<file path="config.mk">
export PLATFORM = sky130hd
export DESIGN_NAME = sigwin_top
export DESIGN_NICKNAME = d
export VERILOG_FILES = /design/src/rtl/sigwin_pkg.sv /design/src/rtl/sigwin_sync.sv /design/src/rtl/sigwin_edge.sv /design/src/rtl/sigwin_lfsr.sv /design/src/rtl/sigwin_stab.sv /design/src/rtl/sigwin_top.sv
export SDC_FILE = /design/constraint.sdc
export NUM_CORES = 1
export LEC_CHECK = 0
export BUFFER_PORTS_ARGS = -buffer_cell sky130_fd_sc_hd__buf_2
export CORE_MARGIN = 1.5
export CORE_UTILIZATION = 50
export CTS_CLUSTER_DIAMETER = 30
export DETAILED_ROUTE_END_ITERATION = 7
export PLACE_DENSITY = 0.83
export REMOVE_ABC_BUFFERS = 1
export SYNTH_ARGS = -nofsm -noshare
export SYNTH_HDL_FRONTEND = slang
export SYNTH_SLANG_ARGS = --single-unit
</file>
<file path="constraint.sdc">
create_clock -name clk -period 1.5 [get_ports clk]
set_input_delay 0.075 -clock clk [delete_from_list [all_inputs] [get_ports clk]]
set_output_delay 0.075 -clock clk [all_outputs]
set_load 0.05 [all_outputs]
</file>
<file path="src/rtl/sigwin_pkg.sv">
// Package: shared constants and helpers for the windowed signature register.
// Assumes that every input is referenced to the clock of the circuit under test.
package sigwin_pkg;
    localparam int          SIG_W_DEF = 16;
    // Feedback taps for x^16 + x^12 + x^9 + x^7 + 1 (register bits 15, 11, 8, 6)
    localparam logic [15:0] TAPS_DEF  = 16'h8940;

    // One step of the signature register: shift left, fold the tap parity and the data bit into bit 0
    function automatic logic [SIG_W_DEF-1:0] sig_step(input logic [SIG_W_DEF-1:0] s,
                                                       input logic [SIG_W_DEF-1:0] taps,
                                                       input logic d);
        return {s[SIG_W_DEF-2:0], (^(s & taps)) ^ d};
    endfunction
endpackage

</file>
<file path="src/rtl/sigwin_sync.sv">
// Module: multi-stage synchronizer for a group of single-bit inputs.
// Assumes STAGES >= 2. All bits see the same delay, so data and qualifiers stay aligned.
module sigwin_sync #(
    parameter int N_BITS = 3,
    parameter int STAGES = 2
) (
    input  logic              clk,
    input  logic              rst_n,
    input  logic [N_BITS-1:0] raw,
    output logic [N_BITS-1:0] lvl
);
    logic [STAGES-1:0][N_BITS-1:0] stg;

    // Purpose: move the raw levels down the synchronizer chain
    always_ff @(posedge clk) begin
        if (!rst_n) begin
            stg <= '0;
        end else begin
            stg[0] <= raw;
            for (int s = 1; s < STAGES; s++) stg[s] <= stg[s-1];
        end
    end

    assign lvl = stg[STAGES-1];
endmodule

</file>
<file path="src/rtl/sigwin_edge.sv">
// Module: edge detector with a selectable polarity on one synchronized level.
// Assumes that lvl is already synchronous. evt is high for one cycle per selected edge.
module sigwin_edge (
    input  logic clk,
    input  logic rst_n,
    input  logic lvl,
    input  logic fall_sel,
    output logic evt
);
    logic last;

    // Purpose: hold the level of the previous cycle for the edge comparison
    always_ff @(posedge clk) begin
        if (!rst_n) last <= 1'b0;
        else        last <= lvl;
    end

    assign evt = fall_sel ? (last & ~lvl) : (~last & lvl);
endmodule

</file>
<file path="src/rtl/sigwin_lfsr.sv">
// Module: signature shift register with a serial data input.
// Assumes that clear and shift_en are never both high; clear wins if they are.
module sigwin_lfsr
    import sigwin_pkg::*;
#(
    parameter logic [SIG_W_DEF-1:0] TAPS = TAPS_DEF
) (
    input  logic                 clk,
    input  logic                 rst_n,
    input  logic                 clear,
    input  logic                 shift_en,
    input  logic                 din,
    output logic [SIG_W_DEF-1:0] sig
);
    // Purpose: clear at window open, fold one data bit per open cycle
    always_ff @(posedge clk) begin
        if (!rst_n || clear) sig <= '0;
        else if (shift_en)   sig <= sig_step(sig, TAPS, din);
    end

    // each shift keeps the older bits, moved up by one place
    p_shift_keeps_r4: assert property (@(posedge clk) disable iff (!rst_n)
        (shift_en && !clear) |=> (sig[SIG_W_DEF-1:1] == $past(sig[SIG_W_DEF-2:0])));
endmodule

</file>
<file path="src/rtl/sigwin_stab.sv">
// Module: holding register for the signature, valid strobe and stability tracker.
// The held signature also serves as the previous signature for the comparison.
module sigwin_stab #(
    parameter int SIG_W     = 16,
    parameter int CLEAR_RUN = 2
) (
    input  logic             clk,
    input  logic             rst_n,
    input  logic             latch,
    input  logic [SIG_W-1:0] sig_in,
    output logic [SIG_W-1:0] sig_out,
    output logic             valid,
    output logic             unstable
);
    localparam int RUN_W = $clog2(CLEAR_RUN + 1);

    logic             have_prev;
    logic [RUN_W-1:0] run;
    logic [RUN_W-1:0] run_inc;

    assign run_inc = (run == RUN_W'(CLEAR_RUN)) ? run : run + 1'b1;

    // Purpose: capture the signature, raise the strobe and update the stability state
    always_ff @(posedge clk) begin
        if (!rst_n) begin
            sig_out   <= '0;
            valid     <= 1'b0;
            unstable  <= 1'b0;
            have_prev <= 1'b0;
            run       <= '0;
        end else begin
            valid <= latch;
            if (latch) begin
                sig_out   <= sig_in;
                have_prev <= 1'b1;
                if (have_prev) begin
                    if (sig_in != sig_out) begin
                        unstable <= 1'b1;
                        run      <= '0;
                    end else begin
                        run <= run_inc;
                        if (run_inc == RUN_W'(CLEAR_RUN)) unstable <= 1'b0;
                    end
                end
            end
        end
    end

    // the held signature changes only at a capture
    p_hold_between_r5: assert property (@(posedge clk) disable iff (!rst_n)
        !latch |=> $stable(sig_out));
    // a differing signature raises the unstable flag
    p_mismatch_flags_r8: assert property (@(posedge clk) disable iff (!rst_n)
        (latch && have_prev && (sig_in != sig_out)) |=> unstable);
endmodule

</file>
<file path="src/rtl/sigwin_top.sv">
// Module: windowed signature register (top).
// Synchronizes the qualifiers and the probe, detects the selected edges, controls the window,
// and passes the captured signature to the holding/stability stage.
// Assumes that start_fall and stop_fall are static while a window is open.
module sigwin_top
    import sigwin_pkg::*;
#(
    parameter int                   SYNC_STAGES = 2,
    parameter int                   CLEAR_RUN   = 2,
    parameter logic [SIG_W_DEF-1:0] TAPS        = TAPS_DEF
) (
    input  logic                 clk,
    input  logic                 rst_n,
    input  logic                 start_fall,
    input  logic                 stop_fall,
    input  logic                 start_in,
    input  logic                 stop_in,
    input  logic                 probe_in,
    output logic [SIG_W_DEF-1:0] sig_out,
    output logic                 sig_valid,
    output logic                 unstable
);
    localparam int N_QUAL = 2;

    logic [N_QUAL:0]        lvl;      // [0] start, [1] stop, [2] probe
    logic [N_QUAL-1:0]      evt;
    logic [N_QUAL-1:0]      fall_sel;
    logic                   win_open;
    logic                   start_evt, stop_evt;
    logic                   clear, shift_en, latch;
    logic [SIG_W_DEF-1:0]   sig;

    sigwin_sync #(.N_BITS(N_QUAL + 1), .STAGES(SYNC_STAGES)) u_sync (
        .clk(clk), .rst_n(rst_n), .raw({probe_in, stop_in, start_in}), .lvl(lvl));

    assign fall_sel = {stop_fall, start_fall};

    for (genvar q = 0; q < N_QUAL; q++) begin : g_qual
        sigwin_edge u_edge (
            .clk(clk), .rst_n(rst_n), .lvl(lvl[q]), .fall_sel(fall_sel[q]), .evt(evt[q]));
    end

    assign start_evt = evt[0];
    assign stop_evt  = evt[1];
    assign clear     = ~win_open & start_evt;
    assign shift_en  =  win_open & ~stop_evt;
    assign latch     =  win_open &  stop_evt;

    // Purpose: open on a start event while closed, close on a stop event while open
    always_ff @(posedge clk) begin
        if (!rst_n)     win_open <= 1'b0;
        else if (clear) win_open <= 1'b1;
        else if (latch) win_open <= 1'b0;
    end

    sigwin_lfsr #(.TAPS(TAPS)) u_lfsr (
        .clk(clk), .rst_n(rst_n), .clear(clear), .shift_en(shift_en),
        .din(lvl[N_QUAL]), .sig(sig));

    sigwin_stab #(.SIG_W(SIG_W_DEF), .CLEAR_RUN(CLEAR_RUN)) u_stab (
        .clk(clk), .rst_n(rst_n), .latch(latch), .sig_in(sig),
        .sig_out(sig_out), .valid(sig_valid), .unstable(unstable));

    // a newly opened window starts from a cleared register
    p_open_cleared_r4: assert property (@(posedge clk) disable iff (!rst_n)
        $rose(win_open) |-> (sig == '0));
    // the valid strobe lasts a single cycle
    p_single_strobe_r5: assert property (@(posedge clk) disable iff (!rst_n)
        sig_valid |=> !sig_valid);
    // a strobe only ever ends a window that was open
    p_stop_needs_window_r6: assert property (@(posedge clk) disable iff (!rst_n)
        sig_valid |-> ($past(win_open) && !win_open));
endmodule

</file>
After elaboration in Yosys (flattened, before gate mapping)
Index checks and enable logic that the tools add are counted.

operators by class
  add/subtract/negate cells = 1
  equal/unequal tests = 3
  multiplexer cells = 8
  bitwise gates (word level) = 14
  reduce and logical (&&, ||, !) cells = 7

operator list
  operator             number
  $ne 16x16->1         1
  $reduce_xor 16->1    1
  $and 1x1->1          7
  $mux 1               6
  $not 1->1            6
  $eq 2x2->1 const B   2
  $mux 2               2
  $reduce_bool 2->1    2
  $reduce_and 3->1     1
  $add 2x1->2 const B  1
  $reduce_and 2->1     1
  $logic_not 1->1      1
  $logic_or 1x1->1     1
  $xor 1x1->1          1

word-level totals
  bits in registers = 46
  input bits = 7
  word-level logic and storage cells = 44

Logic depth before layout (Yosys ltp)
Gate-level depths: netlist of run 1.

  word-level depth = 6
  depth in mapped cells = 6
  depth with buffers taken out = 4

Cells and area by module
A second synthesis of run 1 with hierarchy kept.

unflattened totals
  cells, all modules = 182
  area total of the unflattened synthesis = 1969.4 um^2

by module, submodules not included
  module       instances  cells an instance  area each (um^2)  seq. area each (um^2)
  sigwin_stab  1          94                 994.7             420.4
  sigwin_lfsr  1          58                 639.4             320.3
  sigwin_sync  1          15                 180.2             120.1
  sigwin_edge  2          5                  48.8              20.0
  sigwin_top   1          5                  57.6              20.0

Least setup slack after synthesis of run 1
OpenSTA, ideal clock, no wires.

  path kind = register to register
  from = register u_stab.sig_out[15]
  to = register u_stab.unstable
  arrival time = 1444 ps
  setup slack = -61 ps
  stages on the path, launching flop included = 5
  period minus slack after synthesis = 1561 ps
  cells stage by stage = dfxtp_1 > xor2_1 > nor4_1 > nand4_1 > a31o_2

on the way
  cells in the longest elaborated chain, start to end = 3
  elaborated cells on any way between the ends = 4
  classes of those cells = 1 x eq/ne; 1 x mux; 2 x reduce/logical

ends and longest elaborated chain
  element                             RTL line           text
  start: declaration                  sigwin_stab.sv:11  output logic [SIG_W-1:0] sig_out,
  start signal: assignment            sigwin_stab.sv:34  sig_out <= sig_in;
  $ne 16x16->1 (*)                    sigwin_stab.sv:37  if (sig_in != sig_out) begin
  $reduce_bool 2->1 (no source line)  n/a
  $reduce_and 3->1 (no source line)   n/a
  end signal: assignment              sigwin_stab.sv:28  unstable <= 1'b0;
  end signal: assignment              sigwin_stab.sv:38  unstable <= 1'b1;
  end signal: assignment              sigwin_stab.sv:42  if (run_inc == RUN_W'(CLEAR_RUN)) unstable <= 1'b0;
  end: declaration                    sigwin_stab.sv:13  output logic unstable

Every way passes the cells marked *; elsewhere a longest branch is shown, timed or not.
A chain may end at the register's enable or synchronous reset.

Worst setup path after layout of run 1
  from = register u_sync.stg (netlist bit u_sync.lvl[1])
  to = register u_lfsr.sig[0]

on the way
  cells in the longest elaborated chain, start to end = 5
  elaborated cells on any way between the ends = 6
  classes of those cells = 1 x mux; 5 x bitwise

ends and longest elaborated chain
  element                 RTL line           text
  start: declaration      sigwin_sync.sv:12  logic [STAGES-1:0][N_BITS-1:0] stg;
  $not 1->1               sigwin_edge.sv:18  assign evt = fall_sel ? (last & ~lvl) : (~last & lvl);
  $and 1x1->1             sigwin_edge.sv:18
  $mux 1 (*)              sigwin_edge.sv:18
  $not 1->1 (*)           sigwin_top.sv:46   assign shift_en = win_open & ~stop_evt;
  $and 1x1->1 (*)         sigwin_top.sv:46
  end signal: assignment  sigwin_lfsr.sv:18  else if (shift_en) sig <= sig_step(sig, TAPS, din);
  end: declaration        sigwin_lfsr.sv:13  output logic [SIG_W_DEF-1:0] sig

Marks and branches as above.

==> metrics.txt, run 1 <==
CTS tree=built; crit end category=flop; Power, Total=2.12 mW; clk sinks=46; Crit path largest cell delay=390 ps; clock slew at reported path FFs=90 ps; Seq/Total Area, Yosys=50.0%; total number of vias=1365; relative slew slack=72.5%; worst hold path type=in2reg; Crit-path slowest cell=or3_1; share of layout cells above drive strength 1=25.3%; critical path class=reg2reg; clk_skew=7.17 ps; Layout area overhead=24.7%; Initial Utilization=53.5%; Die Height=63.7 µm; Net count, final=228; Layout Utilization=66.7%; Remaining Overflow, GRT=0; vias per inst=5.11; Synth async-reset ratio=0%; most frequent cells in the layout=44 x dfxtp_1, 32 x nor2_1, 30 x mux2i_1, 24 x buf_2, 16 x xor2_1; LEAKAGE=1.27 nW; crit path time final=1480 ps; endpoints failing setup=0; crit-path cells=or3b_4 -> nand3_4 -> buf_12 -> or3_1 -> a31oi_1; final instance area=2300 µm²; Power Density=924 nW/µm²; wire per inst=13.6 µm; outcome=finished, final reports clean; leading area contributor after synthesis=dfxtp_1; Inserted Clock Buffers=5; Synth area leaders=dfxtp_1 50%, mux2i_1 17%, xor2_1 7.6%; # H-tree levels=2; CP startpoint=u_sync.lvl[1]; Mapped Avg Cell Area=10.4 µm²; final WL=3620 µm; yosys warns=0; worst reg2reg endpoint=u_lfsr.sig[0]; detailed-router iteration count before antenna repair=4; DPL Wire Length=2220 µm; Tot GR Track Use=18.3%; core area=3440 µm²; Routed Antenna Nets=0; Critical Path Fanout Max=5; clk_lat worst skew=300 ps; clk buf depth=2; initial antenna violation count=0; Yosys reg bits=46; most used flip-flop cell after synthesis=dfxtp_1; Startpoint Class=flop; fraction of post-synthesis cell area in the top cell type by area=50.0%; Worst EP required=1730 ps; placed cell areas=2100 µm²; Rows=21; worst setup path endpoint=u_lfsr.sig[0]; instance count of the mapped netlist=177; RSZ-0062 raised after global routing=true; Unique masters post-synth=26; max_cap viols=0; RR Startpoint=u_sync.lvl[1]; Slew Limit Fails=0; Final Hold Viols=0; routability-driven placement congestion ratio=0.736; reg2reg setup slack=20 ps; peak supply drop=0.668 mV; Ports=25; n_diodes=0; slew of the pin with the lowest slew margin=412 ps; vias in the first global route=1242; die area=4060 µm²; clock root cell=clkbuf_8; pin count of the biggest net entering global routing=20; fmax=676 MHz; period utilization=98.6%; # port buffers=24; DRC=0; Die Width=63.7 µm; Post-synth EDFFs=0; first-pass GRT wire length=5550 µm; Cell Area, Synth=1840 µm²; Sum Neg Setup Slack=0 ps; crit path DAT=1710 ps; leading cell type in the layout, fill and taps excluded=dfxtp_1; FF-to-FF path depth=5; Initial DRC Count=49
[repair_timing]
item | CTS | global route
hold buffers | 3 | 0
setup endpoints to repair | 0 | 24
setup buffers | 0 | 0
resized for setup | 0 | 6
hold endpoints to repair | 3 | 0
[registers in the layout, indices dropped and copies added (netlist names)]
register            count
u_lfsr.sig             16
u_stab.valid            1
u_stab.unstable         1
u_stab.have_prev        1
u_stab.sig_out         16
g_qual.u_edge.last      2
win_open                1
u_stab.run              2
u_sync.stg              3
u_sync.lvl              3
[per-stage QoR]
step / setup WS [ps] / hold WS (ps) / instances
2_1_floorplan: -324 / 197 / 169
3_3_place_gp: 68.2 / 281 / 254
3_5_place_dp: 39.0 / 286 / 254
4_1_cts: 23.5 / 124 / 265
5_1_grt: -41.3 / 131 / 267
6_report: 20.4 / 129 / 267
[worst min path at each step]
stage          slack [ps]             to      from  cells past startpoint
5_1_grt               130  u_sync.lvl[1]     rst_n                      2
3_3_place_gp          280  u_sync.stg[0]  start_in                      2
3_5_place_dp          290  u_sync.stg[0]  start_in                      2
4_1_cts               120  u_sync.stg[1]     rst_n                      2
6_report              130  u_sync.lvl[1]     rst_n                      2
2_1_floorplan         200  u_sync.lvl[0]     rst_n                      1
[metal layers]
layer | track usage, % | up-vias | routed length [µm]
li1 | - | 678 | -
met1 | 22.4 | 648 | 1730
met2 | 28.0 | 35 | 1670
met3 | 6.43 | 4 | 154
met4 | 9.78 | 0 | 71
met5 | 0 | - | 0
[synthesized netlist by cell type (2+ instances only)]
cell type and instances:
dfxtp_1 46, nand2_1 4, buf_4 2, and2_1 8, inv_1 4, nor4_1 4, mux2i_1 31, clkbuf_1 3
o32ai_1 2, buf_6 2, nor2_1 32, xor2_1 16, a21oi_1 4, nand3b_1 3, nand3_1 3, xnor2_1 3
[cell type report]
cell class / instances / area (µm²)
timing repair buffer: 44 / 350
clock buffer: 6 / 82.6
multi-input combinational: 119 / 856
clock inverter: 2 / 12.5
fill: 259 / 1140
inverter: 4 / 15.0
tap: 46 / 57.6
sequential: 46 / 923
[logic make-up (layout without fill, tap and decap cells)]
family / Yosys count / count (layout) / share of synthesized area [%]
simple gates: 58 / 58 / 15.1
compound gates: 10 / 10 / 3.81
flops: 46 / 46 / 50.0
mux: 31 / 31 / 16.8
buf+inv: 12 / 56 / 4.55
fa+ha+maj: 1 / 1 / 0.679
xor+xnor: 19 / 19 / 9.04
[power by group]
| group | switching, mW | internal (mW) |
|---|---|---|
| logic | 0.0518 | 0.0540 |
| registers | 0.00545 | 1.23 |
| clock network | 0.410 | 0.370 |
[worst max-delay path, delay by kind of cell (launching register included)]
| kind | cells | cell delay (ps) |
|---|---|---|
| compound gates | 1 | 140 |
| buf+inv | 1 | 170 |
| flops | 1 | 330 |
| simple gates | 3 | 770 |
(Power assumes the default switching activity.)
==> inputs of run 2 (changes only) <==
--- a/config.mk
+++ b/config.mk
@@ -6,11 +6,12 @@
 export NUM_CORES = 1
 export LEC_CHECK = 0
 export BUFFER_PORTS_ARGS = -buffer_cell sky130_fd_sc_hd__buf_2
+export CAP_MARGIN = 20
 export CORE_MARGIN = 1.5
 export CORE_UTILIZATION = 50
 export CTS_CLUSTER_DIAMETER = 30
 export DETAILED_ROUTE_END_ITERATION = 7
-export PLACE_DENSITY = 0.83
+export PLACE_DENSITY_LB_ADDON = 0.2
 export REMOVE_ABC_BUFFERS = 1
 export SYNTH_ARGS = -nofsm -noshare
 export SYNTH_HDL_FRONTEND = slang
==> run 2 against run 1 <==
Against the previous run:
- critical path depth stayed put
- combinational power is 13% lower
- die area stayed put
- largest cell class unchanged
- global-route usage is 1.8 points higher
- routed wire length stayed put
- core utilization is 0.69 points lower
- worst hold slack better by 13 ps
==> metrics.txt, run 2 (synthesis results as in run 1) <==
outcome=finished, final reports clean; n_diodes=0 (unchanged); clock slew at reported path FFs=80 ps (about the same); leading cell type in the layout, fill and taps excluded=dfxtp_1; Reg area=923 µm² (unchanged); pin count of the biggest net entering global routing=22 (+10%); crit path time final=1470 ps (-8.28 ps); max_cap viols=0 (unchanged); Crit-path slowest cell=or3b_4; peak supply drop=0.633 mV (-5.3%); Critical Path Fanout Max=18 (+13); final WL=3620 µm (unchanged); logic gate share of total power=4.4% (-0.6 points); Worst EP required=1690 ps (-40 ps); Routed Antenna Nets=0 (unchanged); Power, Total=2.09 mW (-1.4%); Top Registers=u_lfsr.sig x16, u_stab.sig_out x16; area taken by multi-input logic gates=868 µm² (+1.5%); # port buffers=24 (unchanged); critical path class=reg2reg; relative slew slack=81.5% (+9.1 points); fill count=286 (+10%); Final Hold Viols=0 (unchanged); die area=4060 µm² (unchanged); Crit path largest cell delay=410 ps (+20 ps); crit-path cells=or3b_4 -> a21bo_1 -> buf_12 -> mux2i_2 -> nor2_1; Net count, final=229 (+0.44%); Layout area overhead=23.4%; Ports=25 (unchanged); routability-driven placement congestion ratio=0.785 (+6.6%); clk_lat worst skew=300 ps (about the same); vias per inst=5.15 (+0.79%); Initial DRC Count=71 (+45%); CP delay by family, top=simple AND/OR/NAND/NOR gates; clk buf depth=2 (unchanged); setup bufs post-CTS=0 (unchanged); reg2reg setup slack=30 ps (about the same); worst hold path type=in2reg; Slew Limit Fails=0 (unchanged); fmax=680 MHz (+0.56%); WHS Path Cells=2 (unchanged); first-pass GRT wire length=6270 µm (+13%); clk sinks=46 (unchanged); # H-tree levels=2 (unchanged); RR Startpoint=g_qual[1].u_edge.last; FF-to-FF path depth=5 (unchanged); DRC=0 (unchanged); Initial Utilization=53.5% (unchanged); share of power burned in registers=59.1% (+0.9 points); LEAKAGE=1.24 nW (-2.0%); period utilization=98.1% (-0.55 points); CTS tree=built; internal power=1.65 mW (-0.44%); Die Height=63.7 µm (unchanged); vias in the first global route=1398 (+13%); clock share of power=36.5% (-0.3 points); CP startpoint=g_qual[1].u_edge.last; Psw=0.444 mW (-4.9%); Power Density=920 nW/µm² (-0.40%); total number of vias=1381 (+1.2%); RSZ-0062 raised after global routing=true; hold_sp=rst_n; net switching share of the total power=21.2% (-0.78 points); hold path endpoint=u_sync.lvl[1]; slew of the pin with the lowest slew margin=275 ps (-138 ps); endpoints failing setup=0 (unchanged); Inserted Clock Buffers=5 (unchanged); Rows=21 (unchanged); Remaining Overflow, GRT=0 (unchanged); Die Width=63.7 µm (unchanged); crit path DAT=1660 ps (-50 ps); Layout Utilization=66.0% (-0.69 points); worst path bufs/invs=1 (unchanged); DPL Wire Length=2480 µm (+12%); most frequent cells in the layout=44 x dfxtp_1, 32 x nor2_1, 28 x mux2i_1, 24 x buf_2, 16 x xor2_1; clock root cell=clkbuf_8; Tot GR Track Use=20.1% (+1.8 points); wire per inst=13.5 µm (-0.37%); share of layout cells above drive strength 1=27.0% (+1.7 points); initial antenna violation count=0 (unchanged); crit end category=flop; worst reg2reg endpoint=u_stab.sig_out[2]; core area=3440 µm² (unchanged); clk_skew=6.58 ps (-0.592 ps); detailed-router iteration count before antenna repair=4 (unchanged); Startpoint Class=flop
[run 2: changes by cell type in the layout (fill, tap and decap cells not counted), moves of 2 or more]
| cell | change |
|---|---|
| buf_6 | +2 |
| nor4_2 | +2 |
| mux2i_1 | -2 |
| mux2i_2 | +2 |
| nor4_1 | -2 |
| clkbuf_16 | -2 |
| buf_4 | +2 |
[run 2: power groups by stage]
stage	Clock, mW	Sequential (mW)	Combinational (mW)
2_1_floorplan	0	1.26	0.0427
3_3_place_gp	0	1.26	0.0801
3_5_place_dp	0	1.26	0.0818
4_1_cts	0.793	1.24	0.0911
5_1_grt	0.844	1.24	0.0990
6_report	0.764	1.24	0.0920
[run 2: stage by stage]
stage	setup slack, ps	setup TNS (ps)	hold slack, ps	cells	instance area, µm²
after detailed placement	6.44	0	286	257	2110
after CTS	13.0	0	133	268	2250
after global placement	52.2	0	281	257	2110
after global routing	-19.4	-59.9	146	268	2270
final	28.7	0	142	268	2270
after floorplan	-324	-4010	197	169	1770
[run 2: timing repair]
action                                  CTS  global route
hold buffers                              3             0
hold endpoints to repair                  3             0
endpoints found under the setup margin    4            16
pin swaps                                 0             1
gates resized for setup                   4             7
[run 2: final cells by class]
cell class / instances / share of cell area [%]
Sequential cell: 46 / 40.6
Multi-Input combinational cell: 119 / 38.2
Timing Repair Buffer: 45 / 14.0
Clock buffer: 7 / 3.80
Tap cell: 46 / 2.53
Inverter: 4 / 0.660
Clock inverter: 1 / 0.220
[run 2: worst max-delay path by stage]
stage                         to  slack [ps]  depth (start not counted)
2_1_floorplan      u_lfsr.sig[0]        -320                          4
3_3_place_gp      u_lfsr.sig[12]          50                          5
3_5_place_dp   u_stab.sig_out[2]           6                          5
4_1_cts        u_stab.sig_out[2]          10                          5
5_1_grt        u_stab.sig_out[8]         -20                          5
6_report       u_stab.sig_out[2]          30                          5
[run 2: routing by layer]
metal,global-route usage [%],routed length [µm]
met1,23.1,1690
met2,34.2,1730
met3,5.89,116
met4,8.97,80
met5,0,0
